<file path="src/rtl/sdb_pkg.sv">
package sdb_pkg;

  // Strobes from the control half to the datapath half.
  typedef struct packed {
    logic push;   // a store is written into the slot at wrPtr this cycle
    logic empty;  // no entry held; drain outputs are parked at zero
  } sdbStrobe_t;

endpackage

</file>
<file path="src/rtl/sdb_ctrl.sv">
module sdb_ctrl
  import sdb_pkg::*;
#(
  parameter int DEPTH = 4,
  localparam int PTR_W = $clog2(DEPTH),
  localparam int CNT_W = $clog2(DEPTH + 1)
) (
  input  logic             clk,
  input  logic             rstN,
  input  logic             stValid,
  input  logic             memGnt,
  output sdbStrobe_t       strobe,
  output logic [PTR_W-1:0] wrPtr,
  output logic [PTR_W-1:0] rdPtr,
  output logic [DEPTH-1:0] validQ,
  output logic             stReady,
  output logic             memReq
);

  logic [CNT_W-1:0] countQ;
  logic [DEPTH-1:0] validN;
  logic             full;
  logic             empty;
  logic             push;
  logic             pop;

  assign full    = (countQ == CNT_W'(DEPTH));
  assign empty   = (countQ == '0);
  // Ready depends on occupancy only, never on the grant of this cycle.
  assign stReady = !full;
  assign push    = stValid && !full;
  assign memReq  = !empty;
  assign pop     = !empty && memGnt;

  always_comb begin
    strobe = '{push: push, empty: empty};
  end

  always_comb begin
    validN = validQ;
    if (pop)  validN[rdPtr] = 1'b0;
    if (push) validN[wrPtr] = 1'b1;
  end

  always_ff @(posedge clk or negedge rstN) begin
    if (!rstN) begin
      wrPtr  <= '0;
      rdPtr  <= '0;
      countQ <= '0;
      validQ <= '0;
    end else begin
      validQ <= validN;
      if (push) wrPtr <= wrPtr + 1'b1;
      if (pop)  rdPtr <= rdPtr + 1'b1;
      case ({push, pop})
        2'b10:   countQ <= countQ + 1'b1;
        2'b01:   countQ <= countQ - 1'b1;
        default: countQ <= countQ;
      endcase
    end
  end

endmodule

</file>
<file path="src/rtl/sdb_dp.sv">
module sdb_dp
  import sdb_pkg::*;
#(
  parameter int DEPTH     = 4,
  parameter int ADDR_W    = 64,
  parameter int DATA_W    = 64,
  parameter int PAGE_BITS = 12,
  localparam int PTR_W    = $clog2(DEPTH),
  localparam int LANES    = DATA_W / 8,
  localparam int LANE_W   = $clog2(LANES),
  localparam int DW_W     = ADDR_W - LANE_W,
  localparam int OFF_W    = PAGE_BITS - LANE_W
) (
  input  logic              clk,
  input  sdbStrobe_t        strobe,
  input  logic [PTR_W-1:0]  wrPtr,
  input  logic [PTR_W-1:0]  rdPtr,
  input  logic [DEPTH-1:0]  validQ,
  input  logic [ADDR_W-1:0] stAddr,
  input  logic [DATA_W-1:0] stData,
  input  logic [LANES-1:0]  stBe,
  input  logic              ldValid,
  input  logic [DW_W-1:0]   ldDwAddr,
  input  logic [LANES-1:0]  ldBe,
  output logic              ldStall,
  output logic              ldFwd,
  output logic [DATA_W-1:0] ldFwdData,
  output logic [ADDR_W-1:0] memAddr,
  output logic [DATA_W-1:0] memWdata,
  output logic [LANES-1:0]  memBe
);

  logic [ADDR_W-1:0] addrQ [DEPTH];
  logic [DATA_W-1:0] dataQ [DEPTH];
  logic [LANES-1:0]  beQ   [DEPTH];

  // Entry storage: written at the tail, never reset (validity lives in control).
  always_ff @(posedge clk) begin
    if (strobe.push) begin
      addrQ[wrPtr] <= stAddr;
      dataQ[wrPtr] <= stData;
      beQ[wrPtr]   <= stBe;
    end
  end

  // Drain port: head entry, parked at zero while empty.
  assign memAddr  = strobe.empty ? '0 : addrQ[rdPtr];
  assign memWdata = strobe.empty ? '0 : dataQ[rdPtr];
  assign memBe    = strobe.empty ? '0 : beQ[rdPtr];

  // Lane mask from the load byte enables.
  logic [DATA_W-1:0] ldMask;
  generate
    for (genvar l = 0; l < LANES; l++) begin : g_mask
      assign ldMask[l*8 +: 8] = {8{ldBe[l]}};
    end
  endgenerate

  // Age-ordered scan: head first, so the last offset match seen is the youngest.
  logic              offHit;
  logic              youngFull;
  logic [LANES-1:0]  youngBe;
  logic [DATA_W-1:0] youngData;

  always_comb begin : lookup
    logic [PTR_W-1:0] idx;
    offHit    = 1'b0;
    youngFull = 1'b0;
    youngBe   = '0;
    youngData = '0;
    idx       = rdPtr;
    for (int k = 0; k < DEPTH; k++) begin
      idx = rdPtr + PTR_W'(k);
      if (validQ[idx] && (addrQ[idx][PAGE_BITS-1:LANE_W] == ldDwAddr[OFF_W-1:0])) begin
        offHit    = 1'b1;
        youngFull = (addrQ[idx][ADDR_W-1:LANE_W] == ldDwAddr);
        youngBe   = beQ[idx];
        youngData = dataQ[idx];
      end
    end
    // A store entering this cycle is younger than every held entry.
    if (strobe.push && (stAddr[PAGE_BITS-1:LANE_W] == ldDwAddr[OFF_W-1:0])) begin
      offHit    = 1'b1;
      youngFull = (stAddr[ADDR_W-1:LANE_W] == ldDwAddr);
      youngBe   = stBe;
      youngData = stData;
    end
  end

  logic covers;
  logic canBypass;
  assign covers    = ((ldBe & ~youngBe) == '0);
  assign canBypass = offHit && youngFull && covers;

  assign ldFwd     = ldValid && canBypass;
  assign ldStall   = ldValid && offHit && !canBypass;
  assign ldFwdData = ldFwd ? (youngData & ldMask) : '0;

endmodule

</file>
<file path="src/rtl/st_drain_buf.sv">
module st_drain_buf
  import sdb_pkg::*;
#(
  parameter int DEPTH     = 4,
  parameter int ADDR_W    = 64,
  parameter int DATA_W    = 64,
  parameter int PAGE_BITS = 12,
  localparam int PTR_W    = $clog2(DEPTH),
  localparam int LANES    = DATA_W / 8,
  localparam int DW_W     = ADDR_W - $clog2(LANES)
) (
  input  logic              clk,
  input  logic              rstN,
  input  logic              stValid,
  input  logic [ADDR_W-1:0] stAddr,
  input  logic [DATA_W-1:0] stData,
  input  logic [LANES-1:0]  stBe,
  output logic              stReady,
  input  logic              ldValid,
  input  logic [DW_W-1:0]   ldDwAddr,
  input  logic [LANES-1:0]  ldBe,
  output logic              ldStall,
  output logic              ldFwd,
  output logic [DATA_W-1:0] ldFwdData,
  output logic              memReq,
  output logic              memWe,
  output logic [ADDR_W-1:0] memAddr,
  output logic [DATA_W-1:0] memWdata,
  output logic [LANES-1:0]  memBe,
  input  logic              memGnt
);

  sdbStrobe_t       strobe;
  logic [PTR_W-1:0] wrPtr;
  logic [PTR_W-1:0] rdPtr;
  logic [DEPTH-1:0] validQ;

  sdb_ctrl #(.DEPTH(DEPTH)) u_ctrl (
    .clk     (clk),
    .rstN    (rstN),
    .stValid (stValid),
    .memGnt  (memGnt),
    .strobe  (strobe),
    .wrPtr   (wrPtr),
    .rdPtr   (rdPtr),
    .validQ  (validQ),
    .stReady (stReady),
    .memReq  (memReq)
  );

  sdb_dp #(
    .DEPTH     (DEPTH),
    .ADDR_W    (ADDR_W),
    .DATA_W    (DATA_W),
    .PAGE_BITS (PAGE_BITS)
  ) u_dp (
    .clk       (clk),
    .strobe    (strobe),
    .wrPtr     (wrPtr),
    .rdPtr     (rdPtr),
    .validQ    (validQ),
    .stAddr    (stAddr),
    .stData    (stData),
    .stBe      (stBe),
    .ldValid   (ldValid),
    .ldDwAddr  (ldDwAddr),
    .ldBe      (ldBe),
    .ldStall   (ldStall),
    .ldFwd     (ldFwd),
    .ldFwdData (ldFwdData),
    .memAddr   (memAddr),
    .memWdata  (memWdata),
    .memBe     (memBe)
  );

  // Every drain request is a write.
  assign memWe = memReq;

endmodule

</file>
<file path="config.mk">
export PLATFORM = sky130hd
export DESIGN_NAME = st_drain_buf
export DESIGN_NICKNAME = d
export VERILOG_FILES = /design/src/rtl/sdb_pkg.sv /design/src/rtl/sdb_ctrl.sv /design/src/rtl/sdb_dp.sv /design/src/rtl/st_drain_buf.sv
export SDC_FILE = /design/constraint.sdc
export NUM_CORES = 1
export LEC_CHECK = 0
export BUFFER_PORTS_ARGS = -buffer_cell sky130_fd_sc_hd__buf_2
export CAP_MARGIN = 20
export CORE_MARGIN = 3
export CORE_UTILIZATION = 60
export CTS_CLUSTER_DIAMETER = 30
export DETAILED_ROUTE_END_ITERATION = 8
export PLACE_DENSITY = 0.81
export SYNTH_ARGS = -nofsm -noshare
export SYNTH_HDL_FRONTEND = slang
export SYNTH_HIERARCHICAL = 1
export SYNTH_SLANG_ARGS = --single-unit
</file>
<file path="constraint.sdc">
create_clock -name clk -period 14.1 [get_ports clk]
set_input_delay 2.82 -clock clk [delete_from_list [all_inputs] [get_ports clk]]
set_output_delay 2.82 -clock clk [all_outputs]
set_load 0.005 [all_outputs]
</file>
=== Word-level counts from Yosys, hierarchy flattened ===
Memory sizes are Yosys's and may differ from the RTL's.
Index checks and enable logic that the tools add are counted.
Widths: inputs -> output; s select.

* Memory bits (read-only): 0
* Flip-flop bits (word level): 11
* Memories: 3
* Logic and storage cells: 100
* Bits in latches: 0
* Memory bits (writable): 544

{| class="wikitable"
|+ Memory list
! memory !! words !! bits a word !! read ports !! clocked after Yosys merged registers in !! wr ports !! line !! text
|-
| u_dp.addrQ || 4 || 64 || 4 || 0 || 1 || sdb_dp.sv:33 || <nowiki>logic [ADDR_W-1:0] addrQ [DEPTH];</nowiki>
|-
| u_dp.dataQ || 4 || 64 || 4 || 0 || 1 || sdb_dp.sv:34 || <nowiki>logic [DATA_W-1:0] dataQ [DEPTH];</nowiki>
|-
| u_dp.beQ || 4 || 8 || 4 || 0 || 1 || sdb_dp.sv:35 || <nowiki>logic [LANES-1:0] beQ [DEPTH];</nowiki>
|}

* Magnitude comparators: 7
* Multiplexer cells: 41
* Bitwise gates (word level): 6
* Multipliers: 0
* Reduce and logical (&&, ||, !) cells: 20
* Shift-type cells: 0
* Divide/modulo/power cells: 0
* Eq/ne operators: 13
* Add/sub/neg operators: 6

{| class="wikitable"
|+ Operators with widths
! cell !! count
|-
| $mux 64 || 8
|-
| $eq 61x61->1 || 5
|-
| $and 64x64->64 || 1
|-
| $mux 8 || 6
|-
| $eq 9x9->1 || 5
|-
| $mux 1 || 18
|-
| $lt 2x3->1 const B || 5
|-
| $logic_and 1x1->1 || 14
|-
| $and 8x8->8 || 1
|-
| $bmux 1 s2 || 4
|-
| $logic_not 8->1 || 1
|-
| $mux 4 || 2
|-
| $not 8->8 || 1
|-
| $pmux 3 s2 || 1
|-
| $add 2x1->2 const B || 2
|-
| $add 2x2->2 const B || 2
|-
| $and 4x4->4 || 1
|-
| $demux 1 s2 || 2
|-
| $ge 2x1->1 const B || 2
|-
| $not 4->4 || 1
|-
| $or 4x4->4 || 1
|-
| $add 3x1->3 const B || 1
|-
| $eq 3x3->1 const B || 1
|-
| $logic_not 1->1 || 3
|-
| other kinds (5) || 5
|}

=== Logic depth before layout (Yosys ltp) ===
* Depth in word-level cells: 14
* Mapped depth: 20
* Gate-level depth less buffers: 11

=== By module ===
The synthesis kept the hierarchy.

{| class="wikitable"
|+ Modules (own cells, without submodules)
! module !! cells each !! times used !! area an instance (um^2)
|-
| sdb_dp || 3201 || 1 || 37141.9
|-
| sdb_ctrl || 57 || 1 || 643.1
|-
| st_drain_buf || 1 || 1 || 7.5
|}

=== Worst setup path before layout ===
Ideal clock, no wire load.

* Path type: input to register
* From: input port stValid
* To: memory u_dp.addrQ[0][0] (enable)
* Required time: 13.274 ns
* Setup slack: 0.346 ns
* Data arrival time: 12.928 ns
* Library setup time: 0.826 ns
* Path buffers: 2
* Cell stages on the path: 4
* Path through: and2_4 > buf_6 > buf_4 > nor3b_1

* Word-level cells in the longest chain between the ends: 3

{| class="wikitable"
|+ Ends and longest elaborated chain
! element !! line !! text
|-
| start: declaration || st_drain_buf.sv:14 || <nowiki>input logic stValid,</nowiki>
|-
| $logic_and 1x1->1 || sdb_ctrl.sv:31 || <nowiki>assign push = stValid && !full;</nowiki>
|-
| named net u_ctrl.push || sdb_ctrl.sv:24 || <nowiki>logic push;</nowiki>
|-
| $mux 1 || sdb_dp.sv:39 || <nowiki>if (strobe.push) begin</nowiki>
|-
| $mux 1 (not written as such) || sdb_dp.sv:40 || <nowiki>addrQ[wrPtr] <= stAddr;</nowiki>
|-
| end: declaration || sdb_dp.sv:33 ||
|}

The timed path passes the listed nets, and every way through them passes these cells.

=== Worst setup path in the final report ===
* From: register u_ctrl.rdPtr[1]
* To: output port ldFwdData[30]

* Word-level cells in the longest chain between the ends: 14

{| class="wikitable"
|+ Ends and longest elaborated chain
! element !! line !! text
|-
| start: declaration || sdb_ctrl.sv:14 || <nowiki>output logic [PTR_W-1:0] rdPtr,</nowiki>
|-
| start signal: assignment || sdb_ctrl.sv:54 || <nowiki>if (pop) rdPtr <= rdPtr + 1'b1;</nowiki>
|-
| $add 2x1->2 (tied with other cells) || sdb_dp.sv:73 || <nowiki>idx = rdPtr + PTR_W'(k);</nowiki>
|-
| $mem_v2 4x64 (tied with other cells) || - ||
|-
| $eq 9x9->1 (tied with other cells) || sdb_dp.sv:74 || <nowiki>if (validQ[idx] && (addrQ[idx][PAGE_BITS-1:LANE_W] == ldDwAddr[OFF_W-1:0])) begin</nowiki>
|-
| $logic_and 1x1->1 or $mux 8 (tied branches) || sdb_dp.sv:74 ||
|-
| $mux 8 (3 in series) || sdb_dp.sv:74 ||
|-
| $mux 8 || sdb_dp.sv:82 || <nowiki>if (strobe.push && (stAddr[PAGE_BITS-1:LANE_W] == ldDwAddr[OFF_W-1:0])) begin</nowiki>
|-
| $not 8->8 || sdb_dp.sv:92 || <nowiki>assign covers = ((ldBe & ~youngBe) == '0);</nowiki>
|-
| $and 8x8->8 || sdb_dp.sv:92 ||
|-
| $logic_not 8->1 || sdb_dp.sv:92 ||
|-
| $logic_and 1x1->1 || sdb_dp.sv:93 || <nowiki>assign canBypass = offHit && youngFull && covers;</nowiki>
|-
| $logic_and 1x1->1 || sdb_dp.sv:95 || <nowiki>assign ldFwd = ldValid && canBypass;</nowiki>
|-
| $mux 64 * || sdb_dp.sv:97 || <nowiki>assign ldFwdData = ldFwd ? (youngData & ldMask) : '0;</nowiki>
|-
| end: declaration || st_drain_buf.sv:24 || <nowiki>output logic [DATA_W-1:0] ldFwdData,</nowiki>
|}

Every way passes the cells marked *; elsewhere a longest branch is shown, timed or not. The select of a mux whose other input is x is not followed.

==> metrics list <==
- The via count of the first global-routing pass is 28600.
- After clock tree synthesis, the clock-pin slew on the worst setup and hold paths is 0.05 ns.
- The detailed router finished its first iteration with 3603 violations.
- Adding up every negative setup slack in the final design gives 0 ns.
* ANT nets after route: 0
- Mean area per synthesized cell: 11.6 um^2
- The synthesized design contains 555 register bits.
- Setup repair after global routing left no endpoint under its margin.
- Hold-fix buffer count after cts: 0
* Number of cell rows: 91
- Max-capacitance violation count: 0
* Synth Net Count: 3479
- During synthesis, Yosys emitted a total of 6 warnings.
- Pin count of the biggest net entering global routing: 271
* Starting Density: 60.9%
- The most numerous cell type found on the critical path is sky130_fd_sc_hd__buf_4.
* Post-synthesis to final-layout area growth: 16.6%
- Overall via count from detail_route: 29900
- Crit-path max cell delay: 0.83 ns
- The longest clock path from root to sink contains 3 buffers.
* Post-CTS Repair Setup Buffers: 0
* R2R Setup Slk: 11.08 ns
- Counting I/O delays and the setup requirement, the final critical path takes 10.42 ns.
* Post-Synthesis Cells: 3259
- Timing would allow up to 95.9 MHz.
* CP Data Arrival Time: 7.60 ns
- Buffers placed on the I/O ports in this run total 414.
- Measured against its own limit, the worst slew margin works out to 16.4%.
- The path class of the tightest hold or removal check is flop to flop.
- For this design the ratio of total power to cell area is 230 mW/mm^2.
- The clock reaches the later pin of the worst-skew pair after 0.67 ns.
- Along the worst hold path, the cell count comes to 1.
- In this run the most critical hold path is launched from u_ctrl/validQ[2]$_DFF_PN0_.
* Cells along the critical path: buf_4 -> buf_4 -> mux4_2 -> xnor2_1 -> nand4_1 -> or4_1 -> nor4_1 -> a311o_1 -> nand4_1 -> a2111oi_0 -> nand4_1 -> buf_4 -> buf_4 -> nor3_2 -> buf_2
* Post-cts gate resize count: 0
- After layout, the worst path uses around three quarters of the clock period.
- During I/O placement, the number of pins put on the boundary was 415.
* Share of layout cells above drive strength 1: 29.7%
* Type of destination of the critical path: output port
- Number of iterations in the first detailed-routing pass: 7
- IR Drop Worst-Case VDD: 0.181 mV
- Post-route DRC: 0
- By area the synthesized netlist is led by sky130_fd_sc_hd__edfxtp_1 (43%), sky130_fd_sc_hd__mux4_2 (9.8%), sky130_fd_sc_hd__mux2i_1 (7.3%).
* Antenna violations before repair: 22
- The critical path is of the flop to output port type.
- TritonCTS built the clock tree.
* Worst reg2reg path endpoint: u_dp/dataQ[0][55]$_DFFE_PP_
* Source of the worst register-to-register timing path: u_ctrl/countQ[2]$_DFFE_PN0P_
- Area after detailed placement: 0.0397 mm^2
- Cell depth of the worst flop-to-flop path: 5
- Area of all placed cells without fillers: approximately 0.044 mm^2
* Cell with the most instances after synthesis: sky130_fd_sc_hd__edfxtp_1
* Number of enable-type register cells in the synthesized netlist: 544
* Total congestion overflow: 0
* Maximum fanout along the worst path: 59
- Most common flop cell mapped by yosys: sky130_fd_sc_hd__edfxtp_1
- Via count normalized by instance count: between 6 and 7
* CTS Buf Count: 118
- The final number of hold-violating endpoints came to 0.
- For this design, the slowest cell found on the critical path is sky130_fd_sc_hd__buf_4.
- Vertical die dimension: approximately 260 um
- The die covers roughly 0.066 mm^2.
- Summing the sequential cell areas from Yosys gives between 40% and 50% of the chip area.
- Final weighted congestion in routability-driven placement: 0.964
- The mapped netlist covers roughly 0.038 mm^2.
- Summed over all layers, the routed wires come to 112000 um.
- The H-tree was split into 3 levels.
* Transition at the pin with the smallest max-transition slack: 1.25 ns
- Setup violations remaining at the end of the flow were counted as 0.
- The die is 257 um wide.
- Synth top area share: 43.2%
- After detailed routing, the average wire length per cell comes to 25.0 um.
- Summed over all nets, the half-perimeter wirelength after detailed placement is 72400 um.
* Commonest cells in the synthesized netlist: sky130_fd_sc_hd__edfxtp_1 (544), sky130_fd_sc_hd__mux2i_1 (276), sky130_fd_sc_hd__a21oi_1 (225)
* Biggest area consumer among synthesized cells: sky130_fd_sc_hd__edfxtp_1
* Global-route wire length before repair: 169000 um
* Filler Cell Count: about 4000
* CTS root buf: sky130_fd_sc_hd__clkbuf_16
* Total GRT Usage: 32.9%
- For hold timing, the worst endpoint is u_ctrl/validQ[2]$_DFF_PN0_.
* Clk_skew: 0.0468 ns
- Req. time, crit path: 11.28 ns
* CTS sink cnt: about 560
- The analysis attributes to cell leakage a power of 0.0154 uW.
- The number of pins with negative max-slew slack in the final report came to 0.
* CORE AREA: 0.0621 mm^2
- Share of synthesized registers carrying an async set or reset: 1.98%
* Run status: finished clean
- Number of distinct library cells after synthesis: 73
* Type of origin of the critical path: flop
* Final layout net count: 3730
## critical path, delay by kind of cell, from the launching register on
family / cells / cell delay (ns)
AOI/OAI and AO/OA: 2 / 0.81
xor gates and xnor gates: 1 / 0.28
buffers and inverters: 5 / 2.28
DFF: 1 / 0.71
muxes: 1 / 0.47
and+or+nand+nor: 6 / 2.18
## stage by stage
| stage | worst slack [ns] | total power, uW | std cells | hold WS (ns) | util, % |
|---|---|---|---|---|---|
| global placement | 4.34 | 6990 | 4226 | 0.501 | 64.0 |
| finish | 3.68 | 10100 | 4469 | 0.532 | 71.0 |
| CTS | 3.80 | 10100 | 4451 | 0.529 | 70.9 |
| global route | 3.43 | 10600 | 4463 | 0.559 | 71.0 |
| floorplan | 0.346 | 5930 | 3259 | 0.470 | - |
| detailed placement | 4.21 | 7080 | 4226 | 0.512 | 64.0 |
## state kept, by name (all words and copies together) (netlist names)
register / flops
u_dp/addrQ: 256
u_dp/beQ: 32
u_ctrl/rdPtr: 2
u_dp/dataQ: 256
u_ctrl/countQ: 3
u_ctrl/validQ: 4
u_ctrl/wrPtr: 2
## power breakdown
part | internal [uW] | switching [uW]
Sequential | 2200 | 221
Combinational | 2020 | 2770
Clock | 1950 | 974
Total | 6170 | 3970
## metal layers
| layer | wire [um] | vias up | global-route usage [%] |
|---|---|---|---|
| met5 | 115 | - | 0 |
| met4 | 6370 | 14 | 18.3 |
| met3 | 12900 | 394 | 7.56 |
| met2 | 53100 | 2023 | 53.1 |
| met1 | 39400 | 14400 | 41.4 |
| li1 | - | 13100 | - |
## placed cells by master, fill, tap and decap left out, types with 41 or more instances in the layout
cell                        instances
sky130_fd_sc_hd__a22oi_1           66
sky130_fd_sc_hd__o21ai_0          154
sky130_fd_sc_hd__nor3_2            41
sky130_fd_sc_hd__mux2_2           155
sky130_fd_sc_hd__a21oi_1          225
sky130_fd_sc_hd__a31oi_1          131
sky130_fd_sc_hd__xnor2_1          210
sky130_fd_sc_hd__or3_1             66
sky130_fd_sc_hd__buf_2            414
sky130_fd_sc_hd__nor2b_1          137
sky130_fd_sc_hd__xor2_1           108
sky130_fd_sc_hd__nor2_1           116
sky130_fd_sc_hd__clkbuf_16        119
sky130_fd_sc_hd__nand2_1          181
sky130_fd_sc_hd__nand4_1           47
sky130_fd_sc_hd__mux4_2           164
sky130_fd_sc_hd__edfxtp_1         544
sky130_fd_sc_hd__o211ai_1          71
sky130_fd_sc_hd__mux2i_1          275
## worst max path at each step
| stage | end | cells past startpoint | slack (ns) | from |
|---|---|---|---|---|
| after global placement | ldFwdData[32] | 15 | 4.34 | ldDwAddr[6] |
| after CTS | ldFwdData[32] | 15 | 3.80 | u_ctrl/rdPtr[1]$_DFFE_PN0N_ |
| after floorplan | u_dp/addrQ[0][0]$_DFFE_PP_ | 4 | 0.35 | stValid |
| after detailed placement | ldFwdData[48] | 13 | 4.21 | ldDwAddr[4] |
| final | ldFwdData[30] | 15 | 3.68 | u_ctrl/rdPtr[1]$_DFFE_PN0N_ |
| after global routing | ldFwdData[30] | 15 | 3.43 | u_ctrl/rdPtr[1]$_DFFE_PN0N_ |
## cells by family after synthesis
logic type | count (synthesis) | share of synthesized area, %
XOR/XNOR | 318 | 7.37
flip-flops | 555 | 44.0
adder cells (fa/ha/maj) | 10 | 0.351
AND/OR/NAND/NOR | 702 | 10.2
buffers and inverters | 351 | 4.66
multiplexers | 599 | 21.8
AO/OA/AOI/OAI | 724 | 11.6
## final cells by class
class	instances	area, um^2	share of cell area, %
Antenna cell	17	42.5	0.0965
Tap cell	837	1050	2.38
Clock inverter	103	1310	2.97
Clock buffer	122	2990	6.78
Multi-Input combinational cell	2353	19500	44.3
Inverter	24	92.6	0.210
Sequential cell	555	16600	37.7
Timing Repair Buffer	458	2460	5.58
Note: power is estimated with default switching activity, not from simulation.
